File: src/rtl/cmp_timer_pkg.sv
package cmp_timer_pkg;

    localparam int NCH = 2;

    typedef enum logic [2:0] {
        RA_COUNT = 3'd0,
        RA_CMP0  = 3'd1,
        RA_CMP1  = 3'd2,
        RA_CTRL  = 3'd3,
        RA_PRESC = 3'd4,
        RA_FLAGS = 3'd5
    } reg_addr_e;

    typedef enum logic [1:0] {
        ACT_OFF = 2'b00,
        ACT_TOG = 2'b01,
        ACT_CLR = 2'b10,
        ACT_SET = 2'b11
    } act_e;

    typedef enum logic [1:0] {
        CS_STOP = 2'd0,
        CS_RUN  = 2'd1,
        CS_LOAD = 2'd2
    } cnt_state_e;

    localparam int CTL_FORCE_LSB = 4;
    localparam int CTL_PWM_LSB   = 6;
    localparam int PSC_CLR_BIT   = 3;
    localparam int SEL_W         = 3;

endpackage

File: src/rtl/cmp_timer_psc.sv
module cmp_timer_psc
    import cmp_timer_pkg::*;
#(
    parameter int PW = 8
) (
    input  logic             clk,
    input  logic             rst_n,
    input  logic [SEL_W-1:0] sel_i,
    input  logic             clr_i,
    output logic             run_o,
    output logic             tick_o
);

    localparam int TAP_8   = 3;
    localparam int TAP_64  = 6;
    localparam int TAP_256 = 8;
    localparam logic [PW-1:0] ONE = {{(PW-1){1'b0}}, 1'b1};

    logic [PW-1:0] psc_q;

    always_comb begin
        run_o  = 1'b1;
        tick_o = 1'b0;
        case (sel_i)
            3'd1:    tick_o = 1'b1;
            3'd2:    tick_o = &psc_q[TAP_8-1:0];
            3'd3:    tick_o = &psc_q[TAP_64-1:0];
            3'd4:    tick_o = &psc_q[TAP_256-1:0];
            default: run_o  = 1'b0;
        endcase
    end

    always_ff @(posedge clk or negedge rst_n) begin
        if (!rst_n) begin
            psc_q <= '0;
        end else if (clr_i) begin
            psc_q <= '0;
        end else if (run_o) begin
            psc_q <= psc_q + ONE;
        end
    end

    // a prescaler clear leaves the divider at zero on the next cycle
    p_clear_zero_r10: assert property (@(posedge clk) disable iff (!rst_n)
        clr_i |=> (psc_q == '0));

endmodule

File: src/rtl/cmp_timer_count.sv
module cmp_timer_count
    import cmp_timer_pkg::*;
#(
    parameter int W = 8
) (
    input  logic         clk,
    input  logic         rst_n,
    input  logic         wr_i,
    input  logic [W-1:0] wdata_i,
    input  logic         tick_i,
    input  logic         run_i,
    output logic [W-1:0] count_o,
    output logic [W-1:0] next_o,
    output logic         adv_o
);

    localparam logic [W-1:0] ONE = {{(W-1){1'b0}}, 1'b1};

    cnt_state_e   state_q, state_d;
    logic [W-1:0] load_q;
    logic [W-1:0] count_q;

    always_comb begin
        state_d = state_q;
        unique case (state_q)
            CS_STOP: begin
                if (wr_i)       state_d = CS_LOAD;
                else if (run_i) state_d = CS_RUN;
            end
            CS_RUN: begin
                if (wr_i)        state_d = CS_LOAD;
                else if (!run_i) state_d = CS_STOP;
            end
            CS_LOAD: begin
                if (wr_i)       state_d = CS_LOAD;
                else if (run_i) state_d = CS_RUN;
                else            state_d = CS_STOP;
            end
            default: state_d = CS_STOP;
        endcase
    end

    always_ff @(posedge clk or negedge rst_n) begin
        if (!rst_n) begin
            state_q <= CS_STOP;
            load_q  <= '0;
        end else begin
            state_q <= state_d;
            if (wr_i) load_q <= wdata_i;
        end
    end

    assign adv_o  = (state_q == CS_RUN) && tick_i && !wr_i;
    assign next_o = count_q + ONE;

    always_ff @(posedge clk or negedge rst_n) begin
        if (!rst_n) begin
            count_q <= '0;
        end else if (state_q == CS_LOAD) begin
            count_q <= load_q;
        end else if (adv_o) begin
            count_q <= next_o;
        end
    end

    assign count_o = count_q;

    // a held load lands in the counter one clock later
    p_load_lands_r3: assert property (@(posedge clk) disable iff (!rst_n)
        (state_q == CS_LOAD) |=> (count_q == $past(load_q)));

    // each granted step raises the count by exactly one
    p_step_one_r2: assert property (@(posedge clk) disable iff (!rst_n)
        adv_o |=> (count_q == $past(count_q) + ONE));

endmodule

File: src/rtl/cmp_timer_chan.sv
module cmp_timer_chan
    import cmp_timer_pkg::*;
#(
    parameter int W = 8
) (
    input  logic         clk,
    input  logic         rst_n,
    input  logic         adv_i,
    input  logic [W-1:0] cnt_next_i,
    input  logic         cmp_wr_i,
    input  logic [W-1:0] cmp_wdata_i,
    input  logic         ctrl_wr_i,
    input  logic [1:0]   mode_wdata_i,
    input  logic         force_wdata_i,
    input  logic         pwm_wdata_i,
    input  logic         flag_clr_i,
    output logic [W-1:0] cmp_o,
    output logic [1:0]   mode_o,
    output logic         pwm_o,
    output logic         pin_o,
    output logic         flag_o
);

    logic [W-1:0] cmp_q;
    act_e         mode_q;
    act_e         mode_eff;
    logic         pwm_q;
    logic         match_q;
    logic         pin_q;
    logic         flag_q;
    logic         force_act;
    logic         act;
    logic         pin_d;

    always_ff @(posedge clk or negedge rst_n) begin
        if (!rst_n) begin
            cmp_q  <= '0;
            mode_q <= ACT_OFF;
            pwm_q  <= 1'b0;
        end else begin
            if (cmp_wr_i) cmp_q <= cmp_wdata_i;
            if (ctrl_wr_i) begin
                mode_q <= act_e'(mode_wdata_i);
                pwm_q  <= pwm_wdata_i;
            end
        end
    end

    // match only from a counting step landing on the compare value
    always_ff @(posedge clk or negedge rst_n) begin
        if (!rst_n) match_q <= 1'b0;
        else        match_q <= adv_i && (cnt_next_i == cmp_q);
    end

    assign force_act = ctrl_wr_i && force_wdata_i && !pwm_wdata_i;
    assign act       = match_q || force_act;
    assign mode_eff  = force_act ? act_e'(mode_wdata_i) : mode_q;

    always_comb begin
        pin_d = pin_q;
        if (act) begin
            unique case (mode_eff)
                ACT_OFF: pin_d = pin_q;
                ACT_TOG: pin_d = ~pin_q;
                ACT_CLR: pin_d = 1'b0;
                ACT_SET: pin_d = 1'b1;
                default: pin_d = pin_q;
            endcase
        end
    end

    always_ff @(posedge clk or negedge rst_n) begin
        if (!rst_n) begin
            pin_q  <= 1'b0;
            flag_q <= 1'b0;
        end else begin
            pin_q <= pin_d;
            if (match_q)         flag_q <= 1'b1;
            else if (flag_clr_i) flag_q <= 1'b0;
        end
    end

    assign cmp_o  = cmp_q;
    assign mode_o = mode_q;
    assign pwm_o  = pwm_q;
    assign pin_o  = pin_q;
    assign flag_o = flag_q;

    // a match event always follows a granted counting step
    p_match_needs_step_r4: assert property (@(posedge clk) disable iff (!rst_n)
        match_q |-> $past(adv_i));

    // the flag rises only after a real match, never from a force
    p_flag_only_by_match_r5: assert property (@(posedge clk) disable iff (!rst_n)
        !match_q |=> !$rose(flag_q));

    // the pin moves only on a match or an accepted force
    p_pin_needs_action_r6: assert property (@(posedge clk) disable iff (!rst_n)
        (!match_q && !force_act) |=> $stable(pin_q));

endmodule

File: src/rtl/cmp_timer.sv
module cmp_timer
    import cmp_timer_pkg::*;
#(
    parameter int W  = 8,
    parameter int PW = 8
) (
    input  logic         clk,
    input  logic         rst_n,
    input  logic         wr_en,
    input  logic [2:0]   addr,
    input  logic [W-1:0] wdata,
    output logic [W-1:0] rdata,
    output logic [1:0]   cmp_pin,
    output logic [1:0]   cmp_flag
);

    localparam logic [2:0] CMP_BASE = RA_CMP0;

    logic [SEL_W-1:0] sel_q;
    logic             psc_clr;
    logic             run;
    logic             tick;
    logic             cnt_wr;
    logic [W-1:0]     count;
    logic [W-1:0]     cnt_next;
    logic             adv;
    logic [W-1:0]     cmp_arr  [NCH];
    logic [1:0]       mode_arr [NCH];
    logic [NCH-1:0]   pwm_vec;
    logic [W-1:0]     ctrl_rd;

    assign cnt_wr  = wr_en && (addr == RA_COUNT);
    assign psc_clr = wr_en && (addr == RA_PRESC) && wdata[PSC_CLR_BIT];

    always_ff @(posedge clk or negedge rst_n) begin
        if (!rst_n)                            sel_q <= '0;
        else if (wr_en && (addr == RA_PRESC))  sel_q <= wdata[SEL_W-1:0];
    end

    cmp_timer_psc #(.PW(PW)) u_psc (
        .clk    (clk),
        .rst_n  (rst_n),
        .sel_i  (sel_q),
        .clr_i  (psc_clr),
        .run_o  (run),
        .tick_o (tick)
    );

    cmp_timer_count #(.W(W)) u_count (
        .clk     (clk),
        .rst_n   (rst_n),
        .wr_i    (cnt_wr),
        .wdata_i (wdata),
        .tick_i  (tick),
        .run_i   (run),
        .count_o (count),
        .next_o  (cnt_next),
        .adv_o   (adv)
    );

    for (genvar i = 0; i < NCH; i++) begin : g_ch
        cmp_timer_chan #(.W(W)) u_chan (
            .clk           (clk),
            .rst_n         (rst_n),
            .adv_i         (adv),
            .cnt_next_i    (cnt_next),
            .cmp_wr_i      (wr_en && (addr == CMP_BASE + 3'(i))),
            .cmp_wdata_i   (wdata),
            .ctrl_wr_i     (wr_en && (addr == RA_CTRL)),
            .mode_wdata_i  (wdata[2*i +: 2]),
            .force_wdata_i (wdata[CTL_FORCE_LSB + i]),
            .pwm_wdata_i   (wdata[CTL_PWM_LSB + i]),
            .flag_clr_i    (wr_en && (addr == RA_FLAGS) && wdata[i]),
            .cmp_o         (cmp_arr[i]),
            .mode_o        (mode_arr[i]),
            .pwm_o         (pwm_vec[i]),
            .pin_o         (cmp_pin[i]),
            .flag_o        (cmp_flag[i])
        );
    end

    always_comb begin
        ctrl_rd = '0;
        for (int i = 0; i < NCH; i++) begin
            ctrl_rd[2*i +: 2]         = mode_arr[i];
            ctrl_rd[CTL_PWM_LSB + i]  = pwm_vec[i];
        end
    end

    always_comb begin
        rdata = '0;
        case (addr)
            RA_COUNT: rdata = count;
            RA_CMP0:  rdata = cmp_arr[0];
            RA_CMP1:  rdata = cmp_arr[1];
            RA_CTRL:  rdata = ctrl_rd;
            RA_PRESC: rdata[SEL_W-1:0] = sel_q;
            RA_FLAGS: rdata[NCH-1:0]   = cmp_flag;
            default:  rdata = '0;
        endcase
    end

    // the counter never moves while the select stops the timer
    p_stopped_holds_r2: assert property (@(posedge clk) disable iff (!rst_n)
        (!run && !cnt_wr && $past(!cnt_wr)) |=> $stable(count));

endmodule

File: config.mk
export PLATFORM = sky130hd
export DESIGN_NAME = cmp_timer
export DESIGN_NICKNAME = d
export VERILOG_FILES = /design/src/rtl/cmp_timer_pkg.sv /design/src/rtl/cmp_timer_psc.sv /design/src/rtl/cmp_timer_count.sv /design/src/rtl/cmp_timer_chan.sv /design/src/rtl/cmp_timer.sv
export SDC_FILE = /design/constraint.sdc
export NUM_CORES = 1
export LEC_CHECK = 0
export CAP_MARGIN = 20
export CORE_MARGIN = 3
export CORE_UTILIZATION = 25
export DETAILED_ROUTE_END_ITERATION = 8
export HOLD_SLACK_MARGIN = 0.05
export PLACE_DENSITY_LB_ADDON = 0.25
export SYNTH_ARGS = -nofsm -noshare
export SYNTH_HDL_FRONTEND = slang
export SYNTH_SLANG_ARGS = --single-unit
File: constraint.sdc
create_clock -name clk -period 2.3 [get_ports clk]
set_input_delay 0.46 -clock clk [delete_from_list [all_inputs] [get_ports clk]]
set_output_delay 0.46 -clock clk [all_outputs]
set_load 0.1 [all_outputs]
==> out/results.ini <==
[routing]
postRouteAntennaNets = 0
drt-total-wl_um = 8550
num_vias = 2551
drt_pass1_iterations = 4
drc = 0
dr.first_iter.drc_count = 162
via_per_inst = 4.77
routedWlPerCell_um = 16.0

[finish]
nNetsFinal = 378
final.fill_count = 1264
syn2layout_area_growth_pct = 31.1
postLayoutCellArea_sq_um = 4330
drive_gt1_share_pct = 30.3
insertedDiodeCount = 0

[cts]
cts.path.max_buffers = 2
cts_num_sinks = 57
cts.clk_slew.worst_paths_ns = 0.05
htree_levels = 3
clk_latency_ns = 0.32
cts_root_buf = clkbuf_16
numCtsBuffers = 9
cts_tree = built

[die]
core_area_sq_um = 12800
floorplan.rows = 41
fp.dieH_um = 121
dieArea_sq_um = 14600
die_x_um = 121
ios = 26
start_util_pct = 25.8

[sta]
max_freq_mhz = 457
tightest_slew_ns = 0.570
finalClockSkew_ns = 0.00591
finalSetupTns_ns = 0
final-max-slew-violation-count = 0
slew_headroom_pct = 61.6
fin_crit_ns = 2.19
final_hold_viol_count = 0
setup_ws_ns = 0.109
finalCritPeriodShare_pct = 95.2
finalSetupViolCount = 0
grt_setup_unrepaired = false

[logic_synthesis]
synth-edff-count = 0
yosys.cell_types.count = 53
syn_area_per_cell_sq_um = 10.6
synth_ff_type = dfrtp_1
async_flop_share_pct = 100
synth_largest_area_cell = dfrtp_1
synth.most_common_cell = dfrtp_1
ys_seq_elements = 57
synth_common_cells = dfrtp_1, mux2_2, nor2_1
syn_inst = 312
synth_area_leaders = dfrtp_1, mux2_2, xnor2_1
yosysSeqAreaShare_pct = 43.2
syn_area_sq_um = 3300
synth_warnings = 0
syn_nets = 329
post-synth-top-area-fraction_pct = 43.2

[status]
run_status = finished, final reports clean

[power_and_ir_drop]
finalPower_mw = 4.56
switching_share_pct = 37.1
comb_power_share_pct = 39.5
power_frac_clock_pct = 24.9
power_switching_mw = 1.69
p_seq_share_pct = 35.6
vdd_drop_max_mv = 0.500
p_int_mw = 2.87
leakage_nw = 1.78
p_per_area_nw_per_um2 = 1050

[critical_path]
cp-start-kind = input port
critPathMaxFanout = 6
worstSetupPathType = input port to output port
end_kind = output port
cp.arrival_ns = 1.73
required_ns = 1.84

[place]
gp_congestion = 0.817
placed_cell_area_sq_um = 4030
dp_slack_ns = -0.196
numPortBuffers = 25
dp_hpwl_um = 6420

[grt]
grt_max_degree = 58
grt_antenna_before_repair = 0
grt_pass1_vias = 2606
grt-ovfl-total = 0
grt_util_all_layers_pct = 12.7
grt_pass1_wl_um = 14300

[worst_hold_path]
hp-class = input port to asynchronous set/reset pin

[run]
cap_violations = 0

==> flip-flops by register name (all words and copies together) (netlist names) <==
register	cells
g_ch.u_chan.cmp_o	16
g_ch.u_chan.flag_o	2
g_ch.u_chan.match_q	2
g_ch.u_chan.mode_o	4
g_ch.u_chan.pin_o	2
g_ch.u_chan.pwm_o	2
sel_q	3
u_count.count_o	8
u_count.load_q	8
u_count.state_q	2
u_psc.psc_q	8
==> routing by layer <==
metal	up-vias	global-route usage (%)	share of wire [%]
met5	-	0	0
met1	1259	16.8	47
met3	8	3.45	4.0
met4	0	3.75	1.2
li1	1230	-	-
met2	54	20.2	48
==> path summary, 6_finish.rpt <==
check                                        from                      to  slack (ns)  depth (start not counted)
setup reg to reg                   u_psc.psc_q[0]  g_ch[0].u_chan.match_q        0.20                          7
min in group clk           g_ch[0].u_chan.match_q   g_ch[0].u_chan.flag_o        0.50                          1
setup / recovery                          addr[1]                rdata[2]        0.11                          8
max in group asynchronous                   rst_n       u_count.load_q[6]        1.90                          2
hold reg to reg            g_ch[0].u_chan.match_q   g_ch[0].u_chan.flag_o        0.50                          1
hold / removal                              rst_n          u_psc.psc_q[5]        0.12                          2
==> through the flow <==
stage          util (%)  hold WS [ns]  instances
2_1_floorplan         -         0.164        312
3_3_place_gp       31.5         0.488        520
3_5_place_dp       31.5         0.489        520
4_1_cts            33.9         0.144        535
5_1_grt            33.9         0.147        535
6_report           33.9         0.119        535
==> power by group through the flow <==
stage               Clock (mW)  Sequential (mW)  Combinational, mW
floorplan                    0             1.47               1.43
global placement             0             1.63               1.78
detailed placement           0             1.64               1.80
CTS                       1.17             1.62               1.82
global route              1.22             1.67               1.98
finish                    1.14             1.62               1.80
==> critical path, stage by stage <==
cell	delay [ns]
dlygate4sd2_1	0.24
buf_6	0.14
buf_12	0.13
buf_4	0.13
nor2_1	0.11
a21oi_1	0.10
o22ai_2	0.21
buf_12	0.20
==> cell usage in the layout, fill, tap and decap left out, types with 5 or more instances in the layout <==
master            n
dfrtp_1          57
buf_4            33
mux2_2           31
nor2_1           28
xnor2_1          21
nand2_1          13
a21oi_1          12
o21ai_0          12
buf_12           10
clkbuf_16         9
clkdlybuf4s50_1   9
a31oi_1           8
xor2_1            8
nand3_1           8
mux2i_1           7
inv_1             5
nand4_1           5
==> cell type report <==
cell class / count / area, sq um / share of cell area, %
clock buffer: 12 / 246 / 5.70
timing repair buffer: 60 / 636 / 14.7
inverter: 5 / 18.8 / 0.434
tap: 172 / 215 / 4.97
sequential: 57 / 1430 / 33.0
clock inverter: 1 / 5.00 / 0.116
multi-input combinational: 228 / 1780 / 41.1
==> repair_timing <==
item	CTS	global route
hold buffers	0	0
gates resized for setup	7	0
endpoints found under the setup margin	8	0
buffers inserted	1	0
==> cells by family after synthesis <==
logic type | count (synthesis) | share of synthesized area [%]
adder cells (fa/ha/maj) | 3 | 1.14
XOR/XNOR | 29 | 7.70
multiplexers | 42 | 15.4
AO/OA/AOI/OAI | 58 | 11.5
buffers and inverters | 27 | 4.59
flip-flops | 57 | 43.2
AND/OR/NAND/NOR | 96 | 16.4
Note: power is estimated with default switching activity, not from simulation.
